<file path="src/rtl/stby_pull_pkg.sv">
package stby_pull_pkg;
  localparam int unsigned BUS_DW = 32;
  typedef enum logic [1:0] {
    SEL_NONE = 2'd0,
    SEL_PU   = 2'd1,
    SEL_PD   = 2'd2
  } reg_sel_e;
endpackage

</file>
<file path="src/rtl/apb_wait_ctrl.sv">
module apb_wait_ctrl #(
  parameter int unsigned WR_WAIT = 3,
  parameter int unsigned RD_WAIT = 2
) (
  input  logic clk,
  input  logic rst_n,
  input  logic stby_rst_n,
  input  logic access,
  input  logic is_wr,
  output logic ready
);
  localparam int unsigned MAXW  = (WR_WAIT > RD_WAIT) ? WR_WAIT : RD_WAIT;
  localparam int unsigned CNT_W = (MAXW < 1) ? 1 : $clog2(MAXW + 1);

  logic [CNT_W-1:0] cnt_q;
  logic [CNT_W-1:0] target;

  assign target = is_wr ? CNT_W'(WR_WAIT) : CNT_W'(RD_WAIT);
  assign ready  = access && (cnt_q == target);

  always_ff @(posedge clk or negedge rst_n) begin
    if (!rst_n)               cnt_q <= '0;
    else if (!stby_rst_n)     cnt_q <= '0;
    else if (access && !ready) cnt_q <= cnt_q + 1'b1;
    else                      cnt_q <= '0;
  end
endmodule

</file>
<file path="src/rtl/pull_reg_file.sv">
module pull_reg_file
  import stby_pull_pkg::*;
#(
  parameter int unsigned ADDR_W = 12,
  parameter int unsigned DATA_W = 32,
  parameter int unsigned PINS   = 16,
  parameter logic [ADDR_W-1:0] PU_OFS = 'h028,
  parameter logic [ADDR_W-1:0] PD_OFS = 'h02C
) (
  input  logic              clk,
  input  logic              rst_n,
  input  logic              wr_en,
  input  logic [ADDR_W-1:0] addr,
  input  logic [PINS-1:0]   wdata,
  output logic [DATA_W-1:0] rdata,
  output logic              addr_err,
  output logic [PINS-1:0]   pu_q,
  output logic [PINS-1:0]   pd_q
);
  reg_sel_e        sel;
  logic [PINS-1:0] rd_pins;

  always_comb begin
    if (addr == PU_OFS)      sel = SEL_PU;
    else if (addr == PD_OFS) sel = SEL_PD;
    else                     sel = SEL_NONE;
  end

  assign addr_err = (sel == SEL_NONE);

  always_ff @(posedge clk or negedge rst_n) begin
    if (!rst_n) begin
      pu_q <= '0;
      pd_q <= '0;
    end else if (wr_en) begin
      if (sel == SEL_PU) pu_q <= wdata;
      if (sel == SEL_PD) pd_q <= wdata;
    end
  end

  always_comb begin
    unique case (sel)
      SEL_PU:  rd_pins = pu_q;
      SEL_PD:  rd_pins = pd_q;
      default: rd_pins = '0;
    endcase
  end

  assign rdata = DATA_W'(rd_pins);
endmodule

</file>
<file path="src/rtl/pull_out_gate.sv">
module pull_out_gate #(
  parameter int unsigned PINS = 16
) (
  input  logic            clk,
  input  logic            rst_n,
  input  logic [PINS-1:0] pu_q,
  input  logic [PINS-1:0] pd_q,
  input  logic            en_a,
  input  logic            en_b,
  output logic [PINS-1:0] pu_o,
  output logic [PINS-1:0] pd_o
);
  logic both_en;
  assign both_en = en_a & en_b;

  for (genvar p = 0; p < PINS; p++) begin : g_pin
    always_ff @(posedge clk or negedge rst_n) begin
      if (!rst_n) begin
        pu_o[p] <= 1'b0;
        pd_o[p] <= 1'b0;
      end else begin
        pd_o[p] <= both_en & pd_q[p];
        pu_o[p] <= both_en & pu_q[p] & ~pd_q[p];
      end
    end
  end
endmodule

</file>
<file path="src/rtl/stby_pull_regs.sv">
module stby_pull_regs #(
  parameter int unsigned ADDR_W  = 12,
  parameter int unsigned DATA_W  = stby_pull_pkg::BUS_DW,
  parameter int unsigned PINS    = 16,
  parameter int unsigned WR_WAIT = 3,
  parameter int unsigned RD_WAIT = 2,
  parameter logic [ADDR_W-1:0] PU_OFS = 'h028,
  parameter logic [ADDR_W-1:0] PD_OFS = 'h02C
) (
  input  logic              pclk,
  input  logic              presetn,
  input  logic              stby_rst_n,
  input  logic              psel,
  input  logic              penable,
  input  logic              pwrite,
  input  logic [ADDR_W-1:0] paddr,
  input  logic [PINS-1:0]   pwdata,
  output logic [DATA_W-1:0] prdata,
  output logic              pready,
  output logic              pslverr,
  input  logic              dom_a_en,
  input  logic              dom_b_en,
  output logic [PINS-1:0]   pu_en_o,
  output logic [PINS-1:0]   pd_en_o
);
  logic              access;
  logic              done;
  logic              addr_err;
  logic [DATA_W-1:0] rdata;
  logic [PINS-1:0]   pu_q;
  logic [PINS-1:0]   pd_q;

  assign access = psel & penable;
  assign done   = access & pready;

  apb_wait_ctrl #(.WR_WAIT(WR_WAIT), .RD_WAIT(RD_WAIT)) u_wait (
    .clk(pclk), .rst_n(presetn), .stby_rst_n(stby_rst_n),
    .access(access), .is_wr(pwrite), .ready(pready)
  );

  pull_reg_file #(
    .ADDR_W(ADDR_W), .DATA_W(DATA_W), .PINS(PINS),
    .PU_OFS(PU_OFS), .PD_OFS(PD_OFS)
  ) u_regs (
    .clk(pclk), .rst_n(presetn),
    .wr_en(done & pwrite & ~addr_err),
    .addr(paddr), .wdata(pwdata),
    .rdata(rdata), .addr_err(addr_err),
    .pu_q(pu_q), .pd_q(pd_q)
  );

  pull_out_gate #(.PINS(PINS)) u_gate (
    .clk(pclk), .rst_n(presetn),
    .pu_q(pu_q), .pd_q(pd_q),
    .en_a(dom_a_en), .en_b(dom_b_en),
    .pu_o(pu_en_o), .pd_o(pd_en_o)
  );

  assign pslverr = done & addr_err;
  assign prdata  = (done & ~pwrite & ~addr_err) ? rdata : '0;
endmodule

</file>
<file path="config.mk">
export PLATFORM = sky130hd
export DESIGN_NAME = stby_pull_regs
export DESIGN_NICKNAME = d
export VERILOG_FILES = /design/src/rtl/stby_pull_pkg.sv /design/src/rtl/apb_wait_ctrl.sv /design/src/rtl/pull_reg_file.sv /design/src/rtl/pull_out_gate.sv /design/src/rtl/stby_pull_regs.sv
export SDC_FILE = /design/constraint.sdc
export NUM_CORES = 1
export LEC_CHECK = 0
export CORE_UTILIZATION = 43
export CTS_BUF_LIST = sky130_fd_sc_hd__clkbuf_4
export DETAILED_ROUTE_END_ITERATION = 12
export GPL_ROUTABILITY_DRIVEN = 0
export GPL_TIMING_DRIVEN = 0
export PLACE_DENSITY = 0.78
export SETUP_SLACK_MARGIN = 0.3
export SLEW_MARGIN = 10
export SYNTH_ARGS = -nofsm -noshare
export SYNTH_HDL_FRONTEND = slang
export SYNTH_HIERARCHICAL = 1
export SYNTH_SLANG_ARGS = --single-unit
</file>
<file path="constraint.sdc">
create_clock -name pclk -period 2 [get_ports pclk]
set_input_delay 0.3 -clock pclk [delete_from_list [all_inputs] [get_ports pclk]]
set_output_delay 0.3 -clock pclk [all_outputs]
set_load 0.005 [all_outputs]
</file>
==> flow_summary.rst <==
.. list-table::
   :header-rows: 1

   * - Metric
     - Value
   * - Run status
     - finished, violations left
   * - Violated checks
     - negative hold slack, negative setup slack
   * - Worst hold slack
     - -0.0267 ns
   * - Placed instance area
     - 4260 um^2
   * - Biggest fanout along the worst timing path
     - 5
   * - Type of the setup path with the least slack
     - flip-flop to output port
   * - CP max-delay cell
     - sky130_fd_sc_hd__dfrtp_1
   * - Floorplan row count
     - 31
   * - Nature of the critical path startpoint
     - flip-flop
   * - Drt first pass iters
     - 4
   * - GRT met2 Usage
     - 38.2%
   * - Tightest slew margin relative to the limit
     - 46.8%
   * - Number of routed nets with antenna violations
     - 0
   * - Setup WS post-layout
     - -0.201 ns
   * - Actual transition at the worst max-transition pin
     - 0.798 ns
   * - Peak-usage layer in the global routing report
     - met2
   * - Worst setup slack after placement
     - -1.06 ns
   * - Total length of routed wires
     - 8.15 mm
   * - Final antenna diode count
     - 0
   * - Met3 track utilization from global routing
     - 3.82%
   * - Antenna violations before repair
     - 0
   * - Area occupied by registers
     - 1650 um^2
   * - List of cells traversed by the critical path
     - xnor2_1 -> and3_1 -> and3_4 -> buf_6 -> buf_6 -> and3_4 -> buf_6
   * - FF+latch count, synth
     - 66
   * - Number of max-cap violations
     - 0
   * - Achievable clock frequency
     - 0.454 GHz
   * - DRC violation total after the first TritonRoute iteration
     - 97
   * - Maximum number of pins on one net before global-route repair
     - 67
   * - Most used DFF post-synth
     - sky130_fd_sc_hd__dfrtp_1
   * - Final Power
     - 2.49 mW
   * - Path category of the worst min-delay check
     - primary input to async pin
   * - Fraction of final layout cells sized beyond drive strength 1
     - 41.0%
   * - Met1 Use GR
     - 28.9%
   * - Remaining DRCs
     - 0
   * - Sum of net half-perimeters after detailed placement
     - 5.24 mm
   * - Number of vias after detailed routing
     - 2457
   * - Static Leak
     - 2.57 nW
   * - Power Density
     - 523 nW/um^2
   * - Min cycle time layout
     - 2.20 ns
   * - CTS tree
     - built
   * - Number of buffers created by CTS
     - 9
   * - FILL cells
     - 555
   * - Io pins
     - 102
   * - Via density per instance
     - 4.99
   * - Gr ovfl total
     - 0
   * - Global-route usage over all layers
     - 22.9%
   * - Part of the Yosys area used for sequential elements
     - 51.5%
   * - Core area
     - 7210 um^2
   * - Crit-path most repeated cell
     - sky130_fd_sc_hd__buf_6
   * - Synth area leaders
     - sky130_fd_sc_hd__dfrtp_1 52%, sky130_fd_sc_hd__mux2_4 9.4%, sky130_fd_sc_hd__and3_1 9.2%
   * - First-pass GRT wire length
     - 13.1 mm
   * - Delay contributed by the slowest stage of the critical path
     - 0.42 ns
   * - Clock tree sinks
     - 66
   * - Share of the synthesized area in the top cell type
     - 51.5%
   * - Async S/R FF share, synth
     - 100%
   * - Finished layout cell area
     - 4770 um^2
   * - Worst voltage drop across the vdd grid
     - 0.283 mV
   * - Final worst-path cycle share
     - 110%
   * - Effective utilization at floorplan
     - 44.4%
   * - Commonest cells in the netlist
     - 66 x sky130_fd_sc_hd__dfrtp_1, 47 x sky130_fd_sc_hd__and3_1, 20 x sky130_fd_sc_hd__mux2_4
   * - Most frequently used cell type in the post-synthesis netlist
     - sky130_fd_sc_hd__dfrtp_1
   * - Floorplan die area
     - 7800 um^2
   * - Number of setup violations in the final report
     - 49
   * - Y dimension of the die
     - 88.3 um
   * - Post-Route Skew
     - 0.0171 ns
   * - Clock latency on the worst-skew pair
     - 0.41 ns
   * - Area leader, netlist
     - sky130_fd_sc_hd__dfrtp_1
   * - Multi-input gate area
     - 1480 um^2
   * - Number of buffer cells added on primary ports
     - 84
   * - Kind of capture point of the worst setup path
     - output port
   * - Final hold violation count
     - 53
   * - WP data arrival
     - 1.90 ns
   * - Unrepaired setup endpoints after global routing
     - true
   * - Final-stage net count
     - 425
   * - Final total negative setup slack
     - -6.26 ns
   * - H-tree Lvls
     - 3
   * - Wire length per cell
     - 16.6 um
   * - Layout overhead on the synthesized area
     - 48.8%
   * - Number of synthesized flops with an enable pin
     - 0
   * - Number of warnings issued by yosys
     - 6
   * - Number of global-route vias before repair
     - 2531
   * - Number of hold buffers added after cts
     - 0
   * - Number of max-slew violations in the final report
     - 0
   * - Combined area of all synthesized cells
     - 3200 um^2
   * - Required time reported for the critical path endpoint
     - 1.70 ns
   * - Clock transition at the register clock pins on the worst setup and hold paths after CTS
     - 0.11 ns
   * - Clock tree buffer depth
     - 2
   * - Synthesized area per cell
     - 12.9 um^2
   * - Root Buffer Master
     - sky130_fd_sc_hd__clkbuf_4
   * - Distinct cells, synth
     - 31
   * - Cells after Synth
     - 249
   * - Die X
     - 88.3 um
[layout by cell type (no fill, tap or decap), types with 2 or more instances in the layout]
cell type	n
sky130_fd_sc_hd__mux2i_1	16
sky130_fd_sc_hd__buf_6	29
sky130_fd_sc_hd__nor2_1	16
sky130_fd_sc_hd__and3_4	13
sky130_fd_sc_hd__dfrtp_1	66
sky130_fd_sc_hd__and4b_1	16
sky130_fd_sc_hd__clkbuf_4	10
sky130_fd_sc_hd__clkdlybuf4s50_1	53
sky130_fd_sc_hd__buf_2	18
sky130_fd_sc_hd__and3_2	2
sky130_fd_sc_hd__mux2_2	12
sky130_fd_sc_hd__buf_12	2
sky130_fd_sc_hd__bufinv_16	2
sky130_fd_sc_hd__buf_4	36
sky130_fd_sc_hd__nand4_4	2
sky130_fd_sc_hd__dlygate4sd2_1	2
sky130_fd_sc_hd__mux2_4	20
sky130_fd_sc_hd__conb_1	16
sky130_fd_sc_hd__clkdlybuf4s15_1	4
sky130_fd_sc_hd__and3_1	35
sky130_fd_sc_hd__clkinvlp_4	2
[final cells by class]
| class | instances | share of cell area, % |
|---|---|---|
| Clock buffer | 10 | 1.57 |
| Multi-Input combinational cell | 165 | 31.0 |
| Timing Repair Buffer | 114 | 22.4 |
| Buffer | 33 | 6.06 |
| Tap cell | 99 | 2.60 |
| Sequential cell | 66 | 34.6 |
| Clock inverter | 5 | 1.68 |
[path summary, 6_finish.rpt]
path | depth (start not counted) | start | to | slack [ns]
worst min-delay path | 1 | presetn | u_wait/cnt_q[0] | -0.03
max in group asynchronous | 1 | presetn | u_gate/pu_o[15] | 1.51
worst max register to register | 9 | u_wait/cnt_q[0] | u_regs/pu_q[15] | -0.13
min in group pclk | 3 | pwrite | u_wait/cnt_q[1] | 0.40
worst max-delay path | 7 | u_wait/cnt_q[0] | prdata[6] | -0.20
worst min register to register | 1 | u_regs/pu_q[11] | u_regs/pu_q[11] | 0.54
[per-layer routing]
layer,part of all wire [%],routed length [um],vias to the layer above
met2,51,4170,91
met5,0,0,-
met1,41,3310,1205
met4,2.5,205,0
met3,5.6,456,16
li1,-,-,1145
[logic make-up (layout without fill, tap and decap cells)]
kind of cell,Yosys count,after routing,synth area share (%)
and+or+nand+nor,99,99,22.0
xor gates and xnor gates,1,1,0.273
AOI/OAI and AO/OA,1,1,0.156
other,1,16,0.117
muxes,48,48,18.6
DFF,66,66,51.5
buffers and inverters,33,162,7.34
[worst max-delay path, delay by kind of cell, from the launching register on]
family,cells,cell delay (ns)
simple gates,3,0.59
flops,1,0.42
buf+inv,3,0.33
xor+xnor,1,0.15
[registers in the layout, indices dropped and copies added (netlist names)]
name,cells
u_gate/pd_o,16
u_gate/pu_o,16
u_regs/pd_q,16
u_regs/pu_q,16
u_wait/cnt_q,2
[power breakdown]
group          total, mW  switching (mW)  internal [mW]
registers           1.34        0.000936           1.33
logic              0.184          0.0909         0.0934
clock network      0.974           0.462          0.512
[timing repair]
item | CTS | global route
setup endpoints to repair | 50 | 50
gates resized for setup | 152 | 4
setup buffers | 28 | 0
gates cloned | 2 | 0
pin swaps | 10 | 4
[through the flow]
step                      util [%]  instances
after floorplan                  -        264
final                         66.1        492
after CTS                     65.8        492
after global placement        59.0        447
after global routing          66.1        492
after detailed placement      59.0        447
No activity file was read; power rests on OpenSTA's default activity.
